## src/rtl/poll_arb_pkg.sv

```systemverilog
package poll_arb_pkg;

  typedef enum logic [1:0] {
    ST_IDLE  = 2'd0,
    ST_SCAN  = 2'd1,
    ST_SERVE = 2'd2
  } arb_state_t;

endpackage

```

## src/rtl/poll_scan_ptr.sv

```systemverilog
module poll_scan_ptr #(
  parameter int N_DEV = 8,
  parameter int IDX_W = $clog2(N_DEV)
) (
  input  logic             clk,
  input  logic             rst,
  input  logic [N_DEV-1:0] ready_i,
  input  logic             advance_i,
  input  logic             restart_i,
  input  logic [IDX_W-1:0] restart_idx_i,
  input  logic             pass_clr_i,
  output logic [IDX_W-1:0] ptr_o,
  output logic             hit_o,
  output logic             pass_last_o
);

  localparam logic [IDX_W-1:0] LAST_IDX = IDX_W'(N_DEV - 1);

  logic [IDX_W-1:0] ptr_q;
  logic [IDX_W-1:0] pass_q;
  logic [IDX_W-1:0] ptr_nxt;

  always_comb begin
    ptr_nxt = (ptr_q == LAST_IDX) ? '0 : ptr_q + 1'b1;
  end

  always_ff @(posedge clk) begin
    if (rst) begin
      ptr_q  <= '0;
      pass_q <= '0;
    end else begin
      if (restart_i)
        ptr_q <= restart_idx_i;
      else if (advance_i)
        ptr_q <= ptr_nxt;

      if (pass_clr_i)
        pass_q <= '0;
      else if (advance_i)
        pass_q <= pass_q + 1'b1;
    end
  end

  assign ptr_o       = ptr_q;
  assign hit_o       = ready_i[ptr_q];
  assign pass_last_o = (pass_q == LAST_IDX);

endmodule

```

## src/rtl/poll_slice_timer.sv

```systemverilog
module poll_slice_timer #(
  parameter int SLICE_W = 8
) (
  input  logic               clk,
  input  logic               rst,
  input  logic               start_i,
  input  logic [SLICE_W-1:0] len_i,
  input  logic               run_i,
  output logic               expire_o
);

  localparam logic [SLICE_W-1:0] ONE = SLICE_W'(1);

  logic [SLICE_W-1:0] cnt_q;

  always_ff @(posedge clk) begin
    if (rst) begin
      cnt_q <= ONE;
    end else if (start_i) begin
      cnt_q <= (len_i == '0) ? ONE : len_i;
    end else if (run_i && cnt_q != ONE) begin
      cnt_q <= cnt_q - 1'b1;
    end
  end

  assign expire_o = run_i && (cnt_q == ONE);

endmodule

```

## src/rtl/poll_arb_ctrl.sv

```systemverilog
module poll_arb_ctrl
  import poll_arb_pkg::*;
#(
  parameter int N_DEV = 8,
  parameter int IDX_W = $clog2(N_DEV)
) (
  input  logic             clk,
  input  logic             rst,
  input  logic             req_any_i,
  input  logic             done_i,
  input  logic             hit_i,
  input  logic             pass_last_i,
  input  logic [IDX_W-1:0] ptr_i,
  input  logic             expire_i,
  output logic             advance_o,
  output logic             restart_o,
  output logic [IDX_W-1:0] restart_idx_o,
  output logic             pass_clr_o,
  output logic             timer_start_o,
  output logic             timer_run_o,
  output logic [IDX_W-1:0] sel_o,
  output logic             active_o,
  output logic             cmpl_o,
  output logic             tmo_o
);

  localparam logic [IDX_W-1:0] LAST_IDX = IDX_W'(N_DEV - 1);

  arb_state_t       st_q, st_d;
  logic [IDX_W-1:0] sel_q;
  logic             active_q, cmpl_q, tmo_q;
  logic             end_ok, end_tmo;

  always_comb begin
    st_d          = st_q;
    advance_o     = 1'b0;
    pass_clr_o    = 1'b0;
    timer_start_o = 1'b0;
    end_ok        = 1'b0;
    end_tmo       = 1'b0;
    unique case (st_q)
      ST_IDLE: begin
        pass_clr_o = 1'b1;
        if (req_any_i) st_d = ST_SCAN;
      end
      ST_SCAN: begin
        if (hit_i) begin
          timer_start_o = 1'b1;
          st_d          = ST_SERVE;
        end else begin
          advance_o = 1'b1;
          if (pass_last_i) st_d = ST_IDLE;
        end
      end
      ST_SERVE: begin
        if (done_i) begin
          end_ok = 1'b1;
          st_d   = ST_IDLE;
        end else if (expire_i) begin
          end_tmo = 1'b1;
          st_d    = ST_IDLE;
        end
      end
      default: st_d = ST_IDLE;
    endcase
  end

  assign timer_run_o   = (st_q == ST_SERVE);
  assign restart_o     = end_ok || end_tmo;
  assign restart_idx_o = (sel_q == LAST_IDX) ? '0 : sel_q + 1'b1;

  always_ff @(posedge clk) begin
    if (rst) begin
      st_q     <= ST_IDLE;
      sel_q    <= '0;
      active_q <= 1'b0;
      cmpl_q   <= 1'b0;
      tmo_q    <= 1'b0;
    end else begin
      st_q   <= st_d;
      cmpl_q <= end_ok;
      tmo_q  <= end_tmo;
      if (timer_start_o) begin
        sel_q    <= ptr_i;
        active_q <= 1'b1;
      end else if (restart_o) begin
        active_q <= 1'b0;
      end
    end
  end

  assign sel_o    = sel_q;
  assign active_o = active_q;
  assign cmpl_o   = cmpl_q;
  assign tmo_o    = tmo_q;

endmodule

```

## src/rtl/poll_service_arbiter.sv

```systemverilog
module poll_service_arbiter #(
  parameter int N_DEV   = 8,
  parameter int SLICE_W = 8,
  localparam int IDX_W  = $clog2(N_DEV)
) (
  input  logic               clk,
  input  logic               rst,
  input  logic [N_DEV-1:0]   ready,
  input  logic               done,
  input  logic [SLICE_W-1:0] slice_len,
  output logic [IDX_W-1:0]   svc_idx,
  output logic               svc_active,
  output logic               any_req,
  output logic               svc_done,
  output logic               slice_timeout
);

  logic             req_comb;
  logic             advance, restart, pass_clr, pass_last, hit;
  logic             tmr_start, tmr_run, expire;
  logic [IDX_W-1:0] ptr, restart_idx;
  logic             any_req_q;

  assign req_comb = |ready;

  always_ff @(posedge clk) begin
    if (rst) any_req_q <= 1'b0;
    else     any_req_q <= req_comb;
  end
  assign any_req = any_req_q;

  poll_scan_ptr #(.N_DEV(N_DEV), .IDX_W(IDX_W)) u_scan (
    .clk          (clk),
    .rst          (rst),
    .ready_i      (ready),
    .advance_i    (advance),
    .restart_i    (restart),
    .restart_idx_i(restart_idx),
    .pass_clr_i   (pass_clr),
    .ptr_o        (ptr),
    .hit_o        (hit),
    .pass_last_o  (pass_last)
  );

  poll_slice_timer #(.SLICE_W(SLICE_W)) u_slice (
    .clk     (clk),
    .rst     (rst),
    .start_i (tmr_start),
    .len_i   (slice_len),
    .run_i   (tmr_run),
    .expire_o(expire)
  );

  poll_arb_ctrl #(.N_DEV(N_DEV), .IDX_W(IDX_W)) u_ctrl (
    .clk          (clk),
    .rst          (rst),
    .req_any_i    (req_comb),
    .done_i       (done),
    .hit_i        (hit),
    .pass_last_i  (pass_last),
    .ptr_i        (ptr),
    .expire_i     (expire),
    .advance_o    (advance),
    .restart_o    (restart),
    .restart_idx_o(restart_idx),
    .pass_clr_o   (pass_clr),
    .timer_start_o(tmr_start),
    .timer_run_o  (tmr_run),
    .sel_o        (svc_idx),
    .active_o     (svc_active),
    .cmpl_o       (svc_done),
    .tmo_o        (slice_timeout)
  );

endmodule

```

## config.mk

```make
export PLATFORM = sky130hd
export DESIGN_NAME = poll_service_arbiter
export DESIGN_NICKNAME = d
export VERILOG_FILES = /design/src/rtl/poll_arb_pkg.sv /design/src/rtl/poll_scan_ptr.sv /design/src/rtl/poll_slice_timer.sv /design/src/rtl/poll_arb_ctrl.sv /design/src/rtl/poll_service_arbiter.sv
export SDC_FILE = /design/constraint.sdc
export NUM_CORES = 1
export LEC_CHECK = 0
export ABC_CLOCK_PERIOD_IN_PS = 3700
export BUFFER_PORTS_ARGS = -buffer_cell sky130_fd_sc_hd__buf_2
export CORE_ASPECT_RATIO = 0.75
export CORE_MARGIN = 2
export CORE_UTILIZATION = 55
export DETAILED_ROUTE_END_ITERATION = 8
export GPL_ROUTABILITY_DRIVEN = 0
export GPL_TIMING_DRIVEN = 0
export HOLD_SLACK_MARGIN = 0.15
export PLACE_DENSITY_LB_ADDON = 0.08
export SKIP_LAST_GASP = 1
export SYNTH_ARGS = -nofsm -noshare
export SYNTH_HDL_FRONTEND = slang
export SYNTH_HIERARCHICAL = 1
export SYNTH_SLANG_ARGS = --single-unit
export TNS_END_PERCENT = 20
```

## constraint.sdc

```tcl
create_clock -name clk -period 3.7 [get_ports clk]
set_input_delay 0.185 -clock clk [delete_from_list [all_inputs] [get_ports clk]]
set_output_delay 0.185 -clock clk [all_outputs]
set_load 0.01 [all_outputs]
```

## After elaboration in Yosys (flattened, before gate mapping)

Cells that the tools add are included.
Widths: inputs -> output; s select.

| cells by class | value |
|---|---|
| reduce and logical (&&, ||, !) cells | 11 |
| eq/ne operators | 10 |
| multiplexer cells | 27 |
| $add $sub $neg | 4 |
| magnitude comparators | 1 |

Operator list:

| kind | number |
|---|---|
| $mux 8 | 3 |
| $mux 1 | 13 |
| $mux 3 | 4 |
| $mux 2 | 5 |
| $add 3x1->3 const B | 3 |
| $eq 3x3->1 const B | 3 |
| $eq 8x1->1 const B | 1 |
| $logic_not 8->1 | 1 |
| $ne 8x1->1 const B | 1 |
| $reduce_or 8->1 | 1 |
| $sub 8x1->8 const B | 1 |
| $ne 3x3->1 const B | 2 |
| $pmux 2 s3 | 1 |
| $reduce_bool 2->1 | 3 |
| $lt 3x4->1 const B | 1 |
| $bmux 1 s3 | 1 |
| $reduce_and 3->1 | 1 |
| $eq 2x1->1 const B | 1 |
| $eq 2x2->1 const B | 1 |
| $logic_and 1x1->1 | 2 |
| $logic_not 2->1 | 1 |
| $ne 2x2->1 const B | 1 |
| $reduce_or 2->1 | 1 |
| $logic_or 1x1->1 | 1 |

| storage, ports and cells | value |
|---|---|
| flip-flop bits (word level) | 23 |
| logic and storage cells | 62 |
| input bits | 19 |
| output and inout bits | 7 |

## Depth between registers and ports, before layout

Gate-level depths: netlist of the first run.

| depth | value |
|---|---|
| word-level depth | 8 |
| gate-level depth with buffers | 9 |
| gate-level depth less buffers | 8 |

## Hierarchy

The synthesis of the first run kept the hierarchy.

By module, submodules not included:

| module | cells each | seq. area each (um2) | instances | area an instance (um2) |
|---|---|---|---|---|
| poll_slice_timer | 66 | 160.2 | 1 | 541.8 |
| poll_scan_ptr | 31 | 120.1 | 1 | 367.9 |
| poll_arb_ctrl | 36 | 160.2 | 1 | 356.6 |
| poll_service_arbiter | 5 | 20.0 | 1 | 41.3 |

## Worst setup path after synthesis of the first run

Ideal clock, no wire load.

| timing path | value |
|---|---|
| path type | register -> register |
| start | register u_scan.ptr_q[0] (netlist: u_scan/ptr_o[0]) |
| end | register u_slice.cnt_q[1] |
| period minus slack after synthesis | 2.335 ns |
| path buffers | 1 |
| slack | 1.365 ns |
| arrival | 2.256 ns |
| data required time | 3.621 ns |
| library setup time | 0.079 ns |
| cell stages (with the launch flop) | 8 |
| path through | dfxtp_1 -> mux4_1 -> mux2_2 -> nand3b_4 -> inv_1 -> buf_2 -> or4_2 -> o211ai_1 |

| between the ends | value |
|---|---|
| cells in the longest elaborated chain, start to end | 5 |
| elaborated cells between the ends (all ways) | 6 |
| classes of those cells | mux (5); reduce/logical (1) |

Ends and longest elaborated chain:

| item | RTL line | source |
|---|---|---|
| start: declaration | poll_scan_ptr.sv:19 | `logic [IDX_W-1:0] ptr_q;` |
| start signal: assignment | poll_scan_ptr.sv:33 | `ptr_q <= restart_idx_i;` |
| start signal: assignment | poll_scan_ptr.sv:35 | `ptr_q <= ptr_nxt;` |
| $bmux 1 s3 (*) | poll_scan_ptr.sv:45 | `assign hit_o = ready_i[ptr_q];` |
| $mux 1 (implied by the code) (*) | poll_scan_ptr.sv:45 |  |
| named net hit | poll_service_arbiter.sv:19 | `logic advance, restart, pass_clr, pass_last, hit;` |
| $mux 1 (*) | poll_arb_ctrl.sv:47 | `if (hit_i) begin` |
| $mux 1 (*) | poll_arb_ctrl.sv:41 | `unique case (st_q)` |
| named net tmr_start | poll_service_arbiter.sv:20 | `logic tmr_start, tmr_run, expire;` |
| $mux 8 / $reduce_bool 2->1 (equally long branches) | -- |  |
| end signal: assignment | poll_slice_timer.sv:20 | `cnt_q <= (len_i == '0) ? ONE : len_i;` |
| end signal: assignment | poll_slice_timer.sv:22 | `cnt_q <= cnt_q - 1'b1;` |
| end: declaration | poll_slice_timer.sv:14 | `logic [SLICE_W-1:0] cnt_q;` |

The timed path passes the listed nets; every way through them passes the cells marked *. The select of a mux whose other input is x is not followed.
A chain may end at the register's enable or synchronous reset.

## Worst setup path after layout of the first run

Same ends and word-level chain as after synthesis.

==> results.yml, run 1 <==
setup_path:
  critPathArrivalTime_ps: 2830
  cp.required_ps: 3940
  crit_slowest_cell: "or4_2"
  crit_fanout: 9
  path_delay_family: "multiplexers"
  worstPathCellList: "mux4_1 > mux2_2 > nand3b_4 > inv_1 > buf_2 > or4_2 > o211ai_1"
  timing.critical_path.buf_inv: 2
  crit_start: "u_scan/ptr_o[0]$_SDFFE_PP0P_"
  slowest_delay_ps: 650
  endpoint_kind: "register"
  r2r-start: "u_scan/ptr_o[0]$_SDFFE_PP0P_"
  crit_type: "reg -> reg"
  cp-start-kind: "register"
layout:
  layout_common_cells: "buf_2, dfxtp_1, nor2_1"
  instances_no_fill: 205
  nets: 199
  syn_to_final_growth_pct: 18.0
  n_antenna_cell: 0
  final_common_cell: "buf_2"
  final_cell_area_um2: 1540
  final_util: 0.679
  drive_above_1_share: 0.240
place:
  numPortBuffers: 25
  numPlacedInstances: 197
  dp_hpwl_mm: 2.21
  place_area_um2: 1480
floorplan:
  die-area_um2: 2790
  pin_count: 26
  rows: 15
  die_x_um: 60.3
  start_util: 0.576
  core_area_um2: 2270
  die_y_um: 46.2
hold_path:
  hp-start: "slice_len[7]"
  hold_class: "in -> reg"
clock_tree:
  worstSkewPairLatency_ps: 310
  htree_levels: 1
  cts-resized-gates: 0
  cts_inserted_buffers: 3
  cts_tree: "built"
  clkTransAtPathRegs_ps: 120
  clock_path_buffers: 2
  cts_root_buf: "clkbuf_4"
  cts_sinks: 23
yosys:
  yosys.area_share.adder: 0.0766
  synth_xor_area_frac: 0.0268
  ys_async_sr_fraction: 0
  avgSynthCellArea_um2: 9.47
  muxShareOfSynthArea: 0.125
  ys_types: 41
  seq_area_frac_synth: 0.352
  synth_top_family_by_area: "simple AND/OR/NAND/NOR gates"
  synth_edf_count: 0
  ys.flop_type: "dfxtp_1"
  syn_nets: 165
  syn_inst: 138
  synth-simple-area-share: 0.256
  yosys_register_bits: 23
  synth_top_area_share: 0.352
  synth_area_leader_cell: "dfxtp_1"
  netlist_area_um2: 1310
  yosysWarnings: 6
  synth_area_leaders: "dfxtp_1, ha_1, mux2i_1, a211oi_1, mux4_1"
  synth-compound-area-share: 0.121
drt:
  first_pass_iters: 4
  avgRoutedWirePerCell_um: 13.9
  drt_iter0_markers: 57
  drcViolationCount: 0
  drt_wl_total_mm: 2.85
  via_per_inst: 5.54
  ant_nets: 0
  vias: 1136
sta:
  period_share: 0.699
  hold_violations: 0
  min_period_ps: 2590
  setup_viol: 0
  rsz0062_at_grt: "false"
  drv_slew: 0
  max_slew_margin: 0.557
  worstMarginPinSlew_ps: 659
  max_freq_mhz: 386
  tns_ps: 0
  clock_skew_ps: 2.50
global_route:
  grtUsageTotal: 0.223
  antenna_found_initial: 0
  grt_pass1_wl_mm: 4.49
  first_global_vias: 1009
  grt_start_max_net_pins: 14
  grt_overflow: 0
flow_run:
  maxCapViolCount: 0
pwr:
  powerDensity_nw_per_um2: 383
  ir_worst_vdd_uv: 201
  p_leak_nw: 0.692
run_status:
  outcome: "finished, final reports clean"
## path summary, 6_finish.rpt
kind | cells after the start | end | slack, ps
setup / recovery | 7 | u_slice/cnt_q[1]$_SDFFE_PP0P_ | 1110
hold / removal | 3 | u_slice/cnt_q[7]$_SDFFE_PP0P_ | 160
setup reg to reg | 7 | u_slice/cnt_q[1]$_SDFFE_PP0P_ | 1110
hold reg to reg | 2 | u_ctrl/active_o$_SDFFE_PP0P_ | 520
## per-stage QoR
step	setup slack [ps]	power (W)	hold WS [ps]
2_1_floorplan	1370	0.000430	254
3_3_place_gp	1230	0.000469	377
3_5_place_dp	1160	0.000478	384
4_1_cts	1110	0.000593	154
5_1_grt	943	0.000627	155
6_report	1110	0.000591	165
## layer usage
metal,track usage,share of wire
met4,0.0622,0.011
met3,0.0534,0.049
met2,0.352,0.45
met5,0,0
met1,0.304,0.49
## report_power, final
group | switching [W] | internal, W
combinational | 0.0000904 | 0.0000871
clock | 0.0000718 | 0.0000404
sequential | 0.0000307 | 0.000271
total | 0.000193 | 0.000398
## registers in the layout, summed over array words and instances (netlist names)
| register | flops |
|---|---|
| u_ctrl/cmpl_o | 1 |
| u_scan/ptr_o | 3 |
| u_slice/cnt_q | 8 |
| u_ctrl/active_o | 1 |
| u_ctrl/st_q | 2 |
| u_ctrl/tmo_o | 1 |
| u_ctrl/sel_o | 3 |
| any_req | 1 |
| u_scan/pass_q | 3 |
## kinds of logic (layout without fill, tap and decap cells)
kind of cell             after synthesis  after routing
multiplexers                          13             13
XOR/XNOR                               4              4
flip-flops                            23             23
adder cells (fa/ha/maj)                8              8
AO/OA/AOI/OAI                         22             22
AND/OR/NAND/NOR                       55             55
buffers and inverters                 13             46
## synth_stat cells (all sizes together) (2+ instances only)
| cell | instances |
|---|---|
| nor4 | 5 |
| or3b | 2 |
| nor2 | 14 |
| inv | 8 |
| nand2b | 2 |
| xnor2 | 3 |
| buf | 4 |
| mux2i | 10 |
| nor3 | 10 |
| a211oi | 9 |
| o211ai | 2 |
| or4 | 2 |
| nor2b | 4 |
| nor3b | 5 |
| o21ai | 2 |
| dfxtp | 23 |
| mux4 | 2 |
| a21oi | 6 |
| nand2 | 3 |
| ha | 8 |
## worst reg2reg max path, delay by kind of cell, from the launching register on
family	cells	cell delay, ps
AOI/OAI and AO/OA	1	100
buffers and inverters	2	230
DFF	1	490
muxes	2	930
and+or+nand+nor	2	780
## timing repair
action                    4_1_cts  5_1_grt
hold endpoints to repair        4        1
hold buffers                    3        1
buffers inserted                0        0
## layout make-up
type | count | area, µm²
clock inverter | 1 | 5.00
tap | 34 | 42.5
buffer | 5 | 25.0
inverter | 8 | 30.0
sequential | 23 | 460
clock buffer | 3 | 22.5
multi-input combinational | 102 | 792
timing repair buffer | 29 | 165
fill | 189 | 728
Note: power is estimated with default switching activity, not from simulation.
==> run 2, diff against run 1 <==
Settings changed: ABC_CLOCK_PERIOD_IN_PS 3700 to 2200, CORE_UTILIZATION 55 to 48.
Clock period 3.7 ns to 2.2 ns, I/O delays scaled along.
==> results.yml, run 2 (synthesis results as in run 1) <==
pwr:
  p_clk_frac: 0.182
  combPwrFrac: 0.332
  p_switching_w: 0.000338
  power_w: 0.00104
  p_seq_frac: 0.486
  powerDensity_nw_per_um2: 620
  switching_share: 0.324
  ir_worst_vdd_uv: 518
  power.internal_w: 0.000703
  p_leak_nw: 0.750
sta:
  min_period_ps: 2190
  drv_slew: 0
  rsz0062_at_grt: "true"
  setup_viol: 0
  hold_violations: 0
  period_share: 0.994
  hold-worst-slack_ps: 213
  max_slew_margin: 0.603
  max_freq_mhz: 457
  clock_skew_ps: 7.08
  fin_ws_ps: 13.0
  worstMarginPinSlew_ps: 590
drt:
  drcViolationCount: 0
  ant_nets: 0
  avgRoutedWirePerCell_um: 14.0
  vias: 1195
  drt_wl_total_mm: 3.06
  via_per_inst: 5.46
  first_pass_iters: 4
  drt_iter0_markers: 58
hold_path:
  hp-start: "ready[6]"
  min_path_cells: 5
  holdPathEnd: "u_ctrl/st_q[0]$_SDFFE_PP0P_"
  hold_class: "in -> reg"
flow_run:
  maxCapViolCount: 0
place:
  dp_hpwl_mm: 2.23
  numPortBuffers: 25
  numPlacedInstances: 199
  place_area_um2: 1490
  place_ws_ps: -105
floorplan:
  rows: 16
  die-area_um2: 3160
  die_y_um: 49.2
  pin_count: 26
  core_area_um2: 2600
  die_x_um: 64.3
  start_util: 0.502
clock_tree:
  cts_root_buf: "clkbuf_4"
  cts_inserted_buffers: 3
  clock_path_buffers: 2
  worstSkewPairLatency_ps: 310
  cts_sinks: 23
  clkTransAtPathRegs_ps: 120
  htree_levels: 1
  cts_tree: "built"
layout:
  syn_to_final_growth_pct: 28.4
  largest_register_ffs: 8
  final_cell_area_um2: 1680
  nets: 211
  layout_common_cells: "buf_2, dfxtp_1, nor2_1"
  largest-register: "u_slice/cnt_q"
  instances_no_fill: 219
  drive_above_1_share: 0.279
  final_common_cell: "buf_2"
  n_antenna_cell: 0
setup_path:
  worstPathCellList: "mux4_2 > mux2_4 > nor3b_2 > buf_4 > or3b_1 > a311oi_1"
  r2r_setup_slack_ps: 10
  endpoint_kind: "register"
  crit_fanout: 6
  cp-start-kind: "register"
  r2r-end: "u_scan/ptr_o[0]$_SDFFE_PP0P_"
  timing.critical_path.buf_inv: 1
  path_delay_family: "multiplexers"
  slowest_delay_ps: 490
  crit_slowest_cell: "mux4_2"
  cp.required_ps: 2430
  crit_start: "u_scan/ptr_o[0]$_SDFFE_PP0P_"
  crit_type: "reg -> reg"
  critPathArrivalTime_ps: 2420
  worstRegToRegCells: 6
  r2r-start: "u_scan/ptr_o[0]$_SDFFE_PP0P_"
global_route:
  grt_pass1_wl_mm: 5.04
  grt_start_max_net_pins: 14
  first_global_vias: 1062
  grt_overflow: 0
  grtUsageTotal: 0.206
  antenna_found_initial: 0
run_status:
  outcome: "finished, final reports clean"
[run 2: cell count changes in the layout (fill, tap and decap cells not counted), moves of 2 or more]
| cell | delta |
|---|---|
| mux4_1 | -2 |
| buf_4 | +4 |
| inv_1 | -2 |
| dlygate4sd3_1 | +9 |
| mux4_2 | +2 |
[run 2: area by class of cell]
class	count	area [µm²]
inverter	8	33.8
timing repair buffer	42	285
tap	36	45.0
clock inverter	1	5.00
sequential	23	464
fill	229	923
buffer	4	27.5
multi-input combinational	102	796
clock buffer	3	22.5
[run 2: how the worst max path moves through the flow]
stage | cells past startpoint | to
2_1_floorplan | 6 | u_scan/ptr_o[0]$_SDFFE_PP0P_
3_3_place_gp | 9 | u_slice/cnt_q[7]$_SDFFE_PP0P_
3_5_place_dp | 9 | u_slice/cnt_q[5]$_SDFFE_PP0P_
4_1_cts | 6 | u_scan/ptr_o[0]$_SDFFE_PP0P_
5_1_grt | 6 | u_scan/ptr_o[0]$_SDFFE_PP0P_
6_report | 6 | u_scan/ptr_o[0]$_SDFFE_PP0P_
[run 2: per-layer routing]
layer / vias up / track usage / share of wire / routed length (µm)
li1: 602 / - / - / -
met1: 565 / 0.289 / 0.51 / 1550
met2: 26 / 0.330 / 0.45 / 1370
met3: 2 / 0.0485 / 0.040 / 123
met4: 0 / 0.0319 / 0.0042 / 13
met5: - / 0 / 0 / 0
[run 2: power groups by stage]
stage	Clock [W]	Combinational [W]	Sequential, W
6_report	0.000189	0.000346	0.000506
5_1_grt	0.000219	0.000378	0.000514
4_1_cts	0.000203	0.000317	0.000508
3_5_place_dp	0	0.000300	0.000517
3_3_place_gp	0	0.000291	0.000514
2_1_floorplan	0	0.000228	0.000507
[run 2: repair_timing]
action                                  CTS  global route
gates resized for setup                   0             2
endpoints found under the hold margin    18             0
setup buffers                             0             4
hold buffers                             13             0
endpoints found under the setup margin    7            11
pin swaps                                 0             1
[run 2: worst reg2reg max path, cell delays in order, from the launching register on]
cell      delay [ps]
dfxtp_4          390
mux4_2           490
mux2_4           320
nor3b_2          160
buf_4            170
or3b_1           340
a311oi_1         240
[run 2: per-stage QoR]
stage          utilization  setup TNS [ps]
2_1_floorplan            -               0
3_3_place_gp         0.571            -128
3_5_place_dp         0.571            -357
4_1_cts              0.630           -67.6
5_1_grt              0.645            -260
6_report             0.645               0
==> run 3, diff against run 2 <==
Settings changed: ABC_AREA from default to 1, CORE_UTILIZATION 48 to 50, GPL_TIMING_DRIVEN 0 to default.
==> results.yml, run 3 <==
global_route:
  antenna_found_initial: 0
  first_global_vias: 1300
  grtUsageTotal: 0.213
  grt_pass1_wl_mm: 5.58
  grt_overflow: 0
  grt_start_max_net_pins: 18
place:
  place_area_um2: 1660
  numPlacedInstances: 301
  place_ws_ps: 249
  dp_hpwl_mm: 2.51
  numPortBuffers: 25
sta:
  fin_ws_ps: 337
  min_period_ps: 1860
  setup_viol: 0
  period_share: 0.847
  tns_ps: 0
  hold_violations: 0
  clock_skew_ps: 2.69
  rsz0062_at_grt: "false"
  max_slew_margin: 0.783
  drv_slew: 0
  max_freq_mhz: 537
  hold-worst-slack_ps: 164
  worstMarginPinSlew_ps: 325
clock_tree:
  htree_levels: 1
  cts_sinks: 23
  worstSkewPairLatency_ps: 260
  cts_root_buf: "clkbuf_8"
  clock_path_buffers: 2
  cts_inserted_buffers: 3
  clkTransAtPathRegs_ps: 80
  cts_tree: "built"
layout:
  nets: 296
  drive_above_1_share: 0.198
  layout_common_cells: "nand2_1, nor2_1, inv_1"
  syn_to_final_growth_pct: 16.3
  n_antenna_cell: 0
  final_common_cell: "nand2_1"
  instances_no_fill: 306
  largest_register_ffs: 8
  largest-register: "u_slice/cnt_q"
  final_cell_area_um2: 1720
setup_path:
  endpoint_kind: "register"
  path_delay_family: "simple AND/OR/NAND/NOR gates"
  slowest_delay_ps: 420
  cp.required_ps: 2350
  critPathArrivalTime_ps: 2010
  path_common_cell: "nand2_1"
  cp-start-kind: "register"
  r2r_setup_slack_ps: 340
  crit_slowest_cell: "dfxtp_2"
  timing.critical_path.buf_inv: 3
  worstRegToRegCells: 13
  r2r-end: "u_slice/cnt_q[7]$_SDFFE_PP0P_"
  worstPathCellList: "inv_2 > nand2_1 > nand3_1 > nand2_1 > nand2_1 > nand2_1 > nand3_4 > inv_2 > inv_2 > nand3_1 > nor2_1 > nor2_1 > nor2_1"
  crit_type: "reg -> reg"
  r2r-start: "u_scan/ptr_o[0]$_SDFFE_PP0P_"
  crit_fanout: 12
floorplan:
  start_util: 0.514
  die_y_um: 51.1
  die_x_um: 66.7
  die-area_um2: 3410
  rows: 17
  pin_count: 26
  core_area_um2: 2870
yosys:
  synth_area_leaders: "dfxtp_1, nand2_1, nor2_1, inv_1, ha_1"
  synth_most_common_cell: "nand2_1"
  yosysWarnings: 6
  syn_inst: 237
  synth_top_area_share: 0.312
  ys_types: 25
  avgSynthCellArea_um2: 6.23
  synth_area_leader_cell: "dfxtp_1"
  ys_async_sr_fraction: 0
  synth_common_cells: "nand2_1, nor2_1, inv_1"
  yosys_register_bits: 23
  syn_nets: 264
  ys.flop_type: "dfxtp_1"
  synth_edf_count: 0
  netlist_area_um2: 1480
  seq_area_frac_synth: 0.312
flow_run:
  maxCapViolCount: 0
drt:
  first_pass_iters: 4
  via_per_inst: 4.78
  drt_iter0_markers: 76
  drt_wl_total_mm: 3.14
  drcViolationCount: 0
  vias: 1464
  ant_nets: 0
  avgRoutedWirePerCell_um: 10.3
pwr:
  p_leak_nw: 0.888
  ir_worst_vdd_uv: 535
  powerDensity_nw_per_um2: 959
hold_path:
  min_path_cells: 5
  hp-start: "ready[0]"
  hold_class: "in -> reg"
  holdPathEnd: "any_req$_SDFF_PP0_"
run_status:
  outcome: "finished, final reports clean"
## run 3: where the power goes
part / leakage, nW / total (W) / switching [W] / internal (W)
Sequential: 0.188 / 0.000590 / 0.0000941 / 0.000496
Combinational: 0.674 / 0.000799 / 0.000502 / 0.000297
Clock: 0.0255 / 0.000256 / 0.000130 / 0.000126
Total: 0.888 / 0.00165 / 0.000727 / 0.000919
## run 3: cell families after synthesis
| logic type | synth area share |
|---|---|
| buffers and inverters | 0.103 |
| AO/OA/AOI/OAI | 0.0695 |
| flip-flops | 0.312 |
| AND/OR/NAND/NOR | 0.442 |
| XOR/XNOR | 0.00593 |
| adder cells (fa/ha/maj) | 0.0678 |
## run 3: stage by stage
step	util	power, W
finish	0.598	0.00165
CTS	0.597	0.00165
global placement	0.578	0.00138
detailed placement	0.578	0.00138
floorplan	-	0.00119
global route	0.598	0.00181
## run 3: what timing repair did
item                                    CTS  global route
endpoints found under the setup margin    0             4
hold buffers                              1             0
buffers inserted                          0             0
resized for setup                         0             1
hold endpoints to repair                  2             0
## run 3: cell type report
cell class,count,area (µm²)
sequential,23,462
clock buffer,3,41.3
clock inverter,1,5.00
inverter,39,146
timing repair buffer,28,150
multi-input combinational,174,865
fill,314,1150
tap,38,47.5
## run 3: how the worst max path moves through the flow
stage,startpoint,endpoint,slack (ps),depth (start not counted)
after floorplan,u_scan/ptr_o[0]$_SDFFE_PP0P_,u_scan/pass_q[0]$_SDFFE_PP0P_,510,9
after global placement,u_scan/ptr_o[0]$_SDFFE_PP0P_,u_slice/cnt_q[7]$_SDFFE_PP0P_,320,13
after detailed placement,u_scan/ptr_o[0]$_SDFFE_PP0P_,u_slice/cnt_q[7]$_SDFFE_PP0P_,250,13
after CTS,u_scan/ptr_o[0]$_SDFFE_PP0P_,u_slice/cnt_q[4]$_SDFFE_PP0P_,250,12
after global routing,u_scan/ptr_o[0]$_SDFFE_PP0P_,u_slice/cnt_q[7]$_SDFFE_PP0P_,60,13
final,u_scan/ptr_o[0]$_SDFFE_PP0P_,u_slice/cnt_q[7]$_SDFFE_PP0P_,340,13
## run 3: per-layer routing
layer  global-route usage  part of all wire
met1                0.320              0.56
met2                0.313              0.38
met3               0.0463             0.056
met4               0.0408            0.0067
met5                    0                 0
## run 3: worst register-to-register path, cell delays in order, from the launching register on
cell	delay, ps
dfxtp_2	420
inv_2	80
nand2_1	60
nand3_1	60
nand2_1	70
nand2_1	40
nand2_1	150
nand3_4	140
inv_2	250
inv_2	150
nand3_1	140
nor2_1	60
nor2_1	90
nor2_1	40
